### src/rtl/opt_pkg.sv
package opt_pkg;

    typedef enum logic [2:0] {
        CMD_NONE   = 3'd0,
        CMD_ACT    = 3'd1,
        CMD_PRE    = 3'd2,
        CMD_PREALL = 3'd3,
        CMD_REF    = 3'd4
    } upd_cmd_e;

    typedef enum logic [1:0] {
        CLS_HIT      = 2'b00,
        CLS_IDLE     = 2'b01,
        CLS_CONFLICT = 2'b10
    } page_cls_e;

    // bit 1: precharge, bit 0: activate
    localparam logic [1:0] NEED_NONE    = 2'b00;
    localparam logic [1:0] NEED_ACT     = 2'b01;
    localparam logic [1:0] NEED_PRE_ACT = 2'b11;

endpackage

### src/rtl/opt_bank_table.sv
module opt_bank_table
    import opt_pkg::*;
#(
    parameter int RANK_W = 1,
    parameter int BANK_W = 2,
    parameter int ROW_W  = 14,
    localparam int IDX_W = RANK_W + BANK_W,
    localparam int NB    = 1 << BANK_W,
    localparam int NR    = 1 << RANK_W,
    localparam int NE    = 1 << IDX_W
) (
    input  logic                         clk,
    input  logic                         rst_n,
    input  logic [2:0]                   upd_cmd,
    input  logic [RANK_W-1:0]            upd_rank,
    input  logic [BANK_W-1:0]            upd_bank,
    input  logic [ROW_W-1:0]             upd_row,
    output logic [NE-1:0]                vld_nx,
    output logic [NE-1:0][ROW_W-1:0]     row_nx
);

    typedef struct packed {
        logic [NE-1:0]            vld;
        logic [NE-1:0][ROW_W-1:0] row;
    } tbl_t;

    tbl_t tb_d, tb_q;
    logic [IDX_W-1:0] uidx;

    assign uidx = {upd_rank, upd_bank};

    always_comb begin
        tb_d = tb_q;
        case (upd_cmd)
            CMD_ACT: begin
                tb_d.vld[uidx] = 1'b1;
                tb_d.row[uidx] = upd_row;
            end
            CMD_PRE: begin
                tb_d.vld[uidx] = 1'b0;
            end
            CMD_PREALL, CMD_REF: begin
                for (int b = 0; b < NB; b++) begin
                    tb_d.vld[{upd_rank, BANK_W'(b)}] = 1'b0;
                end
            end
            default: ;
        endcase
    end

    always_ff @(posedge clk) begin
        if (!rst_n) tb_q <= '0;
        else        tb_q <= tb_d;
    end

    // lookups read the post-update view (bypass)
    assign vld_nx = tb_d.vld;
    assign row_nx = tb_d.row;

    // an activate report leaves the addressed entry open on its row
    a_r2_act_opens: assert property (@(posedge clk) disable iff (!rst_n)
        (upd_cmd == CMD_ACT) |=> (tb_q.vld[$past(uidx)] && tb_q.row[$past(uidx)] == $past(upd_row)));

    // a bank precharge report closes the addressed entry
    a_r4_pre_closes: assert property (@(posedge clk) disable iff (!rst_n)
        (upd_cmd == CMD_PRE) |=> !tb_q.vld[$past(uidx)]);

    // a no-command report leaves the table as it was
    a_r11_none_stable: assert property (@(posedge clk) disable iff (!rst_n)
        (upd_cmd == CMD_NONE) |=> ($stable(tb_q.vld) && $stable(tb_q.row)));

    generate
        for (genvar r = 0; r < NR; r++) begin : g_rank_chk
            // precharge-all and refresh close the whole rank
            a_r5_rank_closed: assert property (@(posedge clk) disable iff (!rst_n)
                ((upd_cmd == CMD_PREALL || upd_cmd == CMD_REF) && upd_rank == RANK_W'(r))
                |=> (tb_q.vld[r*NB +: NB] == '0));
        end
    endgenerate

endmodule

### src/rtl/opt_classify.sv
module opt_classify
    import opt_pkg::*;
#(
    parameter int RANK_W = 1,
    parameter int BANK_W = 2,
    parameter int ROW_W  = 14,
    localparam int IDX_W = RANK_W + BANK_W,
    localparam int NE    = 1 << IDX_W
) (
    input  logic [NE-1:0]            vld_nx,
    input  logic [NE-1:0][ROW_W-1:0] row_nx,
    input  logic [RANK_W-1:0]        lk_rank,
    input  logic [BANK_W-1:0]        lk_bank,
    input  logic [ROW_W-1:0]         lk_row,
    output page_cls_e                cls,
    output logic [1:0]               need
);

    logic [IDX_W-1:0] idx;
    assign idx = {lk_rank, lk_bank};

    always_comb begin
        if (!vld_nx[idx]) begin
            cls  = CLS_IDLE;
            need = NEED_ACT;
        end else if (row_nx[idx] == lk_row) begin
            cls  = CLS_HIT;
            need = NEED_NONE;
        end else begin
            cls  = CLS_CONFLICT;
            need = NEED_PRE_ACT;
        end
    end

endmodule

### src/rtl/open_page_tracker.sv
module open_page_tracker
    import opt_pkg::*;
#(
    parameter int RANK_W = 1,
    parameter int BANK_W = 2,
    parameter int ROW_W  = 14,
    localparam int NE    = 1 << (RANK_W + BANK_W)
) (
    input  logic              clk,
    input  logic              rst_n,
    input  logic              req_valid,
    output logic              req_ready,
    input  logic [RANK_W-1:0] req_rank,
    input  logic [BANK_W-1:0] req_bank,
    input  logic [ROW_W-1:0]  req_row,
    input  logic [2:0]        upd_cmd,
    input  logic [RANK_W-1:0] upd_rank,
    input  logic [BANK_W-1:0] upd_bank,
    input  logic [ROW_W-1:0]  upd_row,
    output logic              out_valid,
    input  logic              out_ready,
    output logic [1:0]        out_cls,
    output logic [1:0]        out_need
);

    typedef struct packed {
        logic       vld;
        page_cls_e  cls;
        logic [1:0] need;
    } out_t;

    logic [NE-1:0]            vld_nx;
    logic [NE-1:0][ROW_W-1:0] row_nx;
    page_cls_e                cls_w;
    logic [1:0]               need_w;
    logic                     accept;
    out_t                     o_d, o_q;

    opt_bank_table #(.RANK_W(RANK_W), .BANK_W(BANK_W), .ROW_W(ROW_W)) u_table (
        .clk      (clk),
        .rst_n    (rst_n),
        .upd_cmd  (upd_cmd),
        .upd_rank (upd_rank),
        .upd_bank (upd_bank),
        .upd_row  (upd_row),
        .vld_nx   (vld_nx),
        .row_nx   (row_nx)
    );

    opt_classify #(.RANK_W(RANK_W), .BANK_W(BANK_W), .ROW_W(ROW_W)) u_cls (
        .vld_nx  (vld_nx),
        .row_nx  (row_nx),
        .lk_rank (req_rank),
        .lk_bank (req_bank),
        .lk_row  (req_row),
        .cls     (cls_w),
        .need    (need_w)
    );

    assign req_ready = !o_q.vld || out_ready;
    assign accept    = req_valid && req_ready;

    always_comb begin
        o_d = o_q;
        if (accept) begin
            o_d.vld  = 1'b1;
            o_d.cls  = cls_w;
            o_d.need = need_w;
        end else if (out_ready) begin
            o_d.vld  = 1'b0;
        end
    end

    always_ff @(posedge clk) begin
        if (!rst_n) o_q <= '0;
        else        o_q <= o_d;
    end

    assign out_valid = o_q.vld;
    assign out_cls   = o_q.cls;
    assign out_need  = o_q.need;

    // a stalled result holds until taken
    a_r10_hold: assert property (@(posedge clk) disable iff (!rst_n)
        (out_valid && !out_ready) |=> (out_valid && $stable(out_cls) && $stable(out_need)));

    // a precharge is never requested without the activate after it
    a_r3_pre_implies_act: assert property (@(posedge clk) disable iff (!rst_n)
        out_valid |-> (out_need != 2'b10));

endmodule

### config.mk
export PLATFORM = sky130hd
export DESIGN_NAME = open_page_tracker
export DESIGN_NICKNAME = d
export VERILOG_FILES = /design/src/rtl/opt_pkg.sv /design/src/rtl/opt_bank_table.sv /design/src/rtl/opt_classify.sv /design/src/rtl/open_page_tracker.sv
export SDC_FILE = /design/constraint.sdc
export NUM_CORES = 1
export LEC_CHECK = 0
export BUFFER_PORTS_ARGS = -buffer_cell sky130_fd_sc_hd__buf_2
export CAP_MARGIN = 15
export CORE_MARGIN = 5
export CORE_UTILIZATION = 60
export CTS_CLUSTER_DIAMETER = 100
export DETAILED_ROUTE_END_ITERATION = 10
export PLACE_DENSITY = 0.8
export SYNTH_ARGS = -nofsm -noshare
export SYNTH_HDL_FRONTEND = slang
export SYNTH_SLANG_ARGS = --single-unit
export TNS_END_PERCENT = 10
### constraint.sdc
create_clock -name clk -period 4.4 [get_ports clk]
set_input_delay 0.44 -clock clk [delete_from_list [all_inputs] [get_ports clk]]
set_output_delay 0.44 -clock clk [all_outputs]
set_load 0.02 [all_outputs]
==> flow_metrics.env, run 1 <==
export IMPL_run_status="completed"
export IMPL_worst_hold_slack_ns=0.182
export IMPL_globalRouteTotalUtil=0.294
export IMPL_fp_coreArea_um2=9640
export IMPL_fin_ws_ns=1.01
export IMPL_numCtsBuffers=17
export IMPL_gp_routability_congestion=0.885
export IMPL_syn_mean_instance_area_um2=8.65
export IMPL_dp_slack_ns=0.606
export IMPL_initial_core_util=0.605
export IMPL_finalPower_mw=2.70
export IMPL_fmax_mhz=295
export IMPL_critPathMaxFanout=13
export IMPL_ys_seq_area_frac=0.426
export IMPL_final_min_clock_period_ns=3.39
export IMPL_setup_tns_final_ns=0
export IMPL_io_pins=47
export IMPL_fp_dieW_um=109
export IMPL_dp_hpwl_um=10900
export IMPL_first_global_vias=5106
export IMPL_clock_tree_from_tritoncts="yes"
export IMPL_syn_instance_count=674
export IMPL_clk_insertion_delay_late_ns=0.52
export IMPL_largest_stage_delay_on_the_critical_path_ns=0.91
export IMPL_std_cell_rows=36
export IMPL_cp_start_kind="input port"
export IMPL_syn_num_nets=715
export IMPL_synth_largest_area_cell="dfxtp_1"
export IMPL_ctsHoldBuffers=0
export IMPL_post_route_clock_skew_ns=0.00630
export IMPL_max_clock_path_buffers=2
export IMPL_timing_hold_worst_class="in -> reg"
export IMPL_report_final_slew_viol_count=0
export IMPL_detail_route_drc_violations=0
export IMPL_critical_path_cell_chain="buf_2 -> nand4bb_1 -> nor2_2 -> mux2_2 -> o2111ai_1 -> nor4_1 -> xnor2_1 -> nand4_1 -> nor3_1 -> a311oi_1"
export IMPL_wire_per_inst_um=19.7
export IMPL_required_ns=4.76
export IMPL_power_per_cell_area_nw_per_um2=407
export IMPL_rsz0062_at_grt="no"
export IMPL_setup_viol_count_final=0
export IMPL_synth_main_ff_cell="dfxtp_1"
export IMPL_static_leakage_power_nw=2.73
export IMPL_clockRootBuffer="clkbuf_8"
export IMPL_total_number_of_yosys_warnings=0
export IMPL_yosys_top_cells_count="124 x dfxtp_1, 71 x nor2_1, 62 x nand2_1"
export IMPL_grt_max_degree=53
export IMPL_detail_route_vias_per_cell=6.22
export IMPL_nets=736
export IMPL_synth_lib_cells_used_distinct=56
export IMPL_clk_pin_slew_worst_paths_ns=0.06
export IMPL_number_of_design_rule_violations_left_by_the_first_detailed_router_iteration=516
export IMPL_synth_async_sr_flop_share=0
export IMPL_flow_area_growth_from_synthesis_pct=13.7
export IMPL_first_pass_grt_wire_length_um=26400
export IMPL_max_cap_viol_count=0
export IMPL_post_route_period_util=0.771
export IMPL_yosys_register_bits=124
export IMPL_post_cts_setup_buffer_count=0
export IMPL_slew_headroom=0.359
export IMPL_post_synth_edffs=0
export IMPL_design_die_area_um2=11800
export IMPL_grt_overflow_total=0
export IMPL_insertedDiodeCount=0
export IMPL_grt_antenna_before_repair=0
export IMPL_cts_htree_levels=4
export IMPL_cp_arrival_ns=3.75
export IMPL_crit_path_end_kind="register"
export IMPL_tightest_slew_ns=0.959
export IMPL_hold_violations=0
export IMPL_final_antenna_net_count=0
export IMPL_die_h_um=109
export IMPL_vias=5229
export IMPL_drt_pass1_iterations=5
export IMPL_routed_wirelength_um=16600
export IMPL_post_cts_resize_count=0
export IMPL_fin_util=0.688
export IMPL_synth_cell_area_um2=5830
export IMPL_cpMaxStageDelayCell="nor2_2"
export IMPL_cts_sink_count=124
export IMPL_setup_worst_path_class="in -> reg"
export IMPL_drive_above_1_share=0.171
export IMPL_post_synth_main_area_contributors="dfxtp_1 43%, mux2i_1 8.8%, a21oi_1 4.6%"
export IMPL_post_synth_top_count_cell="dfxtp_1"
export IMPL_io_buffer_count=46
export IMPL_yosysTopAreaCellShare=0.426
export IMPL_peakVddDrop_v=0.000272
-- final timing paths --
check,startpoint,end,slack [ns],depth (start not counted)
max,upd_bank[1],out_cls[1]$_SDFFE_PN0P_,1.01,10
min,req_valid,out_valid$_SDFFE_PN0P_,0.18,3
max reg2reg,u_table.tb_q[79]$_SDFF_PN0_,out_cls[1]$_SDFFE_PN0P_,2.37,8
min reg2reg,u_table.tb_q[69]$_SDFF_PN0_,u_table.tb_q[69]$_SDFF_PN0_,0.46,2
-- layout make-up --
class	instances	area, um^2
fillers	806	3010
clock inverters	14	148
multi-input cells	493	3110
repair buffers	53	283
well taps	133	166
inverters	6	22.5
clock buffers	18	418
flip-flops and latches	124	2480
-- routing by layer --
layer,GRT usage,vias to the layer above,share of wire
li1,-,2433,-
met1,0.359,2503,0.39
met2,0.493,245,0.49
met3,0.0633,48,0.078
met4,0.139,0,0.037
met5,0,-,0
-- logic make-up (layout without fill, tap and decap cells) --
group                  Yosys count  in the layout  share of synthesized area
AND/OR/NAND/NOR                269            269                      0.235
buffers and inverters           57             91                     0.0425
multiplexers                    73             73                      0.134
AO/OA/AOI/OAI                  138            138                      0.144
flip-flops                     124            124                      0.426
XOR/XNOR                        13             13                     0.0195
-- flip-flops by register name, summed over array words and instances (netlist names) --
register      flops
u_table.tb_q    120
out_cls           2
out_need          1
out_valid         1
-- critical path: cells and delay by family --
family / cells / cell delay, ns
XOR/XNOR: 1 / 0.20
AO/OA/AOI/OAI: 2 / 0.26
multiplexers: 1 / 0.33
AND/OR/NAND/NOR: 5 / 2.28
buffers and inverters: 1 / 0.22
-- per-stage QoR --
step                cells  instance area, um^2
floorplan             674                 5830
global placement      809                 6060
detailed placement    809                 6060
CTS                   841                 6630
global route          841                 6630
finish                841                 6630
-- placed cells by master (no fill, tap or decap), types with 5 or more instances in the layout --
| cell | n |
|---|---|
| buf_2 | 46 |
| o2111ai_1 | 6 |
| clkbuf_16 | 16 |
| clkinv_4 | 5 |
| nand2_1 | 62 |
| buf_4 | 7 |
| nor3b_1 | 7 |
| o21ai_0 | 31 |
| dfxtp_1 | 124 |
| nor4_1 | 8 |
| xnor2_1 | 10 |
| a22oi_1 | 17 |
| mux2_2 | 19 |
| nand2b_1 | 5 |
| nor2_1 | 71 |
| nand3_1 | 34 |
| and3_1 | 20 |
| a21oi_1 | 54 |
| mux2i_1 | 51 |
| and2_1 | 28 |
| o22ai_1 | 10 |
| nand4_1 | 8 |
-- report_power, final --
part,leakage (nW),internal [mW],switching [mW]
Clock,0.275,0.806,0.523
Combinational,1.46,0.0819,0.153
Sequential,1.00,1.13,0.00327
Total,2.73,2.02,0.679
No activity file was read; power rests on OpenSTA's default activity.
==> inputs of run 2 (changes only) <==
clock period = 3.5 ns   (was 4.4 ns; I/O delays follow)
==> flow_metrics.env, run 2 (synthesis results as in run 1) <==
export IMPL_vias=5391
export IMPL_max_cap_viol_count=0
export IMPL_power_per_cell_area_nw_per_um2=513
export IMPL_dp_hpwl_um=11500
export IMPL_largest_register_ff_count=120
export IMPL_finalPower_mw=3.47
export IMPL_ctsHoldBuffers=0
export IMPL_io_buffer_count=46
export IMPL_fmax_mhz=361
export IMPL_insertedDiodeCount=0
export IMPL_post_route_period_util=0.792
export IMPL_tightest_slew_ns=0.749
export IMPL_timing_hold_worst_class="in -> reg"
export IMPL_initial_core_util=0.605
export IMPL_cp_start_kind="input port"
export IMPL_detail_route_vias_per_cell=6.31
export IMPL_mostFrequentLayoutCell="dfxtp_1"
export IMPL_drive_above_1_share=0.188
export IMPL_design_die_area_um2=11800
export IMPL_final_min_clock_period_ns=2.77
export IMPL_run_status="completed"
export IMPL_wire_per_inst_um=19.8
export IMPL_most_frequent_cells_in_the_layout="124 x dfxtp_1, 71 x nor2_1, 62 x nand2_1"
export IMPL_fp_dieW_um=109
export IMPL_final_antenna_net_count=0
export IMPL_first_global_vias=5451
export IMPL_cts_htree_levels=4
export IMPL_nets=750
export IMPL_std_cell_rows=36
export IMPL_drt_pass1_iterations=5
export IMPL_rsz0062_at_grt="no"
export IMPL_clock_tree_from_tritoncts="yes"
export IMPL_fin_util=0.701
export IMPL_report_final_slew_viol_count=0
export IMPL_static_leakage_power_nw=2.81
export IMPL_setup_viol_count_final=0
export IMPL_post_cts_resize_count=0
export IMPL_io_pins=47
export IMPL_worst_hold_slack_ns=0.0814
export IMPL_numCtsBuffers=17
export IMPL_routed_wirelength_um=16900
export IMPL_setup_worst_path_class="in -> reg"
export IMPL_clk_insertion_delay_late_ns=0.53
export IMPL_setup_tns_final_ns=0
export IMPL_post_route_clock_skew_ns=0.0105
export IMPL_cts_sink_count=124
export IMPL_cp_arrival_ns=3.20
export IMPL_grt_antenna_before_repair=0
export IMPL_clockRootBuffer="clkbuf_8"
export IMPL_gp_routability_congestion=0.948
export IMPL_grt_max_degree=41
export IMPL_required_ns=3.92
export IMPL_largest_register="u_table.tb_q"
export IMPL_die_h_um=109
export IMPL_flow_area_growth_from_synthesis_pct=15.9
export IMPL_hold_violations=0
export IMPL_grt_overflow_total=0
export IMPL_clk_pin_slew_worst_paths_ns=0.06
export IMPL_globalRouteTotalUtil=0.298
export IMPL_max_clock_path_buffers=2
export IMPL_detail_route_drc_violations=0
export IMPL_first_pass_grt_wire_length_um=27200
export IMPL_number_of_design_rule_violations_left_by_the_first_detailed_router_iteration=398
export IMPL_crit_path_end_kind="register"
export IMPL_fp_coreArea_um2=9640
export IMPL_post_cts_setup_buffer_count=0
export IMPL_peakVddDrop_v=0.000373
export IMPL_critPathMaxFanout=15
export IMPL_slew_headroom=0.501
run 2: changes by cell type in the layout (fill, tap and decap cells not counted), sizes merged:
| cell | change |
|---|---|
| clkinv | -5 |
| inv | +5 |
| buf | +14 |
run 2: final timing paths:
kind	start	end	slack (ns)	cells past startpoint
max reg2reg	u_table.tb_q[73]$_SDFF_PN0_	out_cls[1]$_SDFFE_PN0P_	1.51	8
min	req_valid	out_valid$_SDFFE_PN0P_	0.08	3
min reg2reg	u_table.tb_q[69]$_SDFF_PN0_	u_table.tb_q[69]$_SDFF_PN0_	0.45	2
max	upd_bank[1]	out_cls[1]$_SDFFE_PN0P_	0.73	9
run 2: per-stage QoR:
step           cells  setup slack, ns  cell area (um^2)
2_1_floorplan    674            0.993              5830
3_3_place_gp     823            0.272              6170
3_5_place_dp     823            0.225              6170
4_1_cts          855            0.743              6760
5_1_grt          855            0.524              6760
6_report         855            0.726              6760
run 2: critical path, cell delays in order:
cell and delay, ns:
buf_2 0.17, or4b_1 0.89, nor2_1 0.37, o22ai_1 0.15, mux4_2 0.47, or2_1 0.25, a21oi_2 0.22, a21oi_1 0.07
a311oi_1 0.25
run 2: cell type report:
cell class | instances | area, um^2
multi-input combinational | 493 | 3110
fill | 736 | 2880
sequential | 124 | 2480
clock buffer | 18 | 428
timing repair buffer | 67 | 388
tap | 133 | 166
clock inverter | 14 | 159
inverter | 6 | 22.5
run 2: layer usage:
metal  wire (um)  vias up  track usage
met3        1450       71       0.0681
met5           0        -            0
li1            -     2471            -
met1        6480     2550        0.349
met2        8270      299        0.496
met4         739        0        0.177
run 2: where the power goes:
part,total [mW],internal [mW],switching (mW)
sequential,1.43,1.42,0.00407
clock,1.73,1.05,0.685
combinational,0.307,0.111,0.196
total,3.47,2.58,0.885
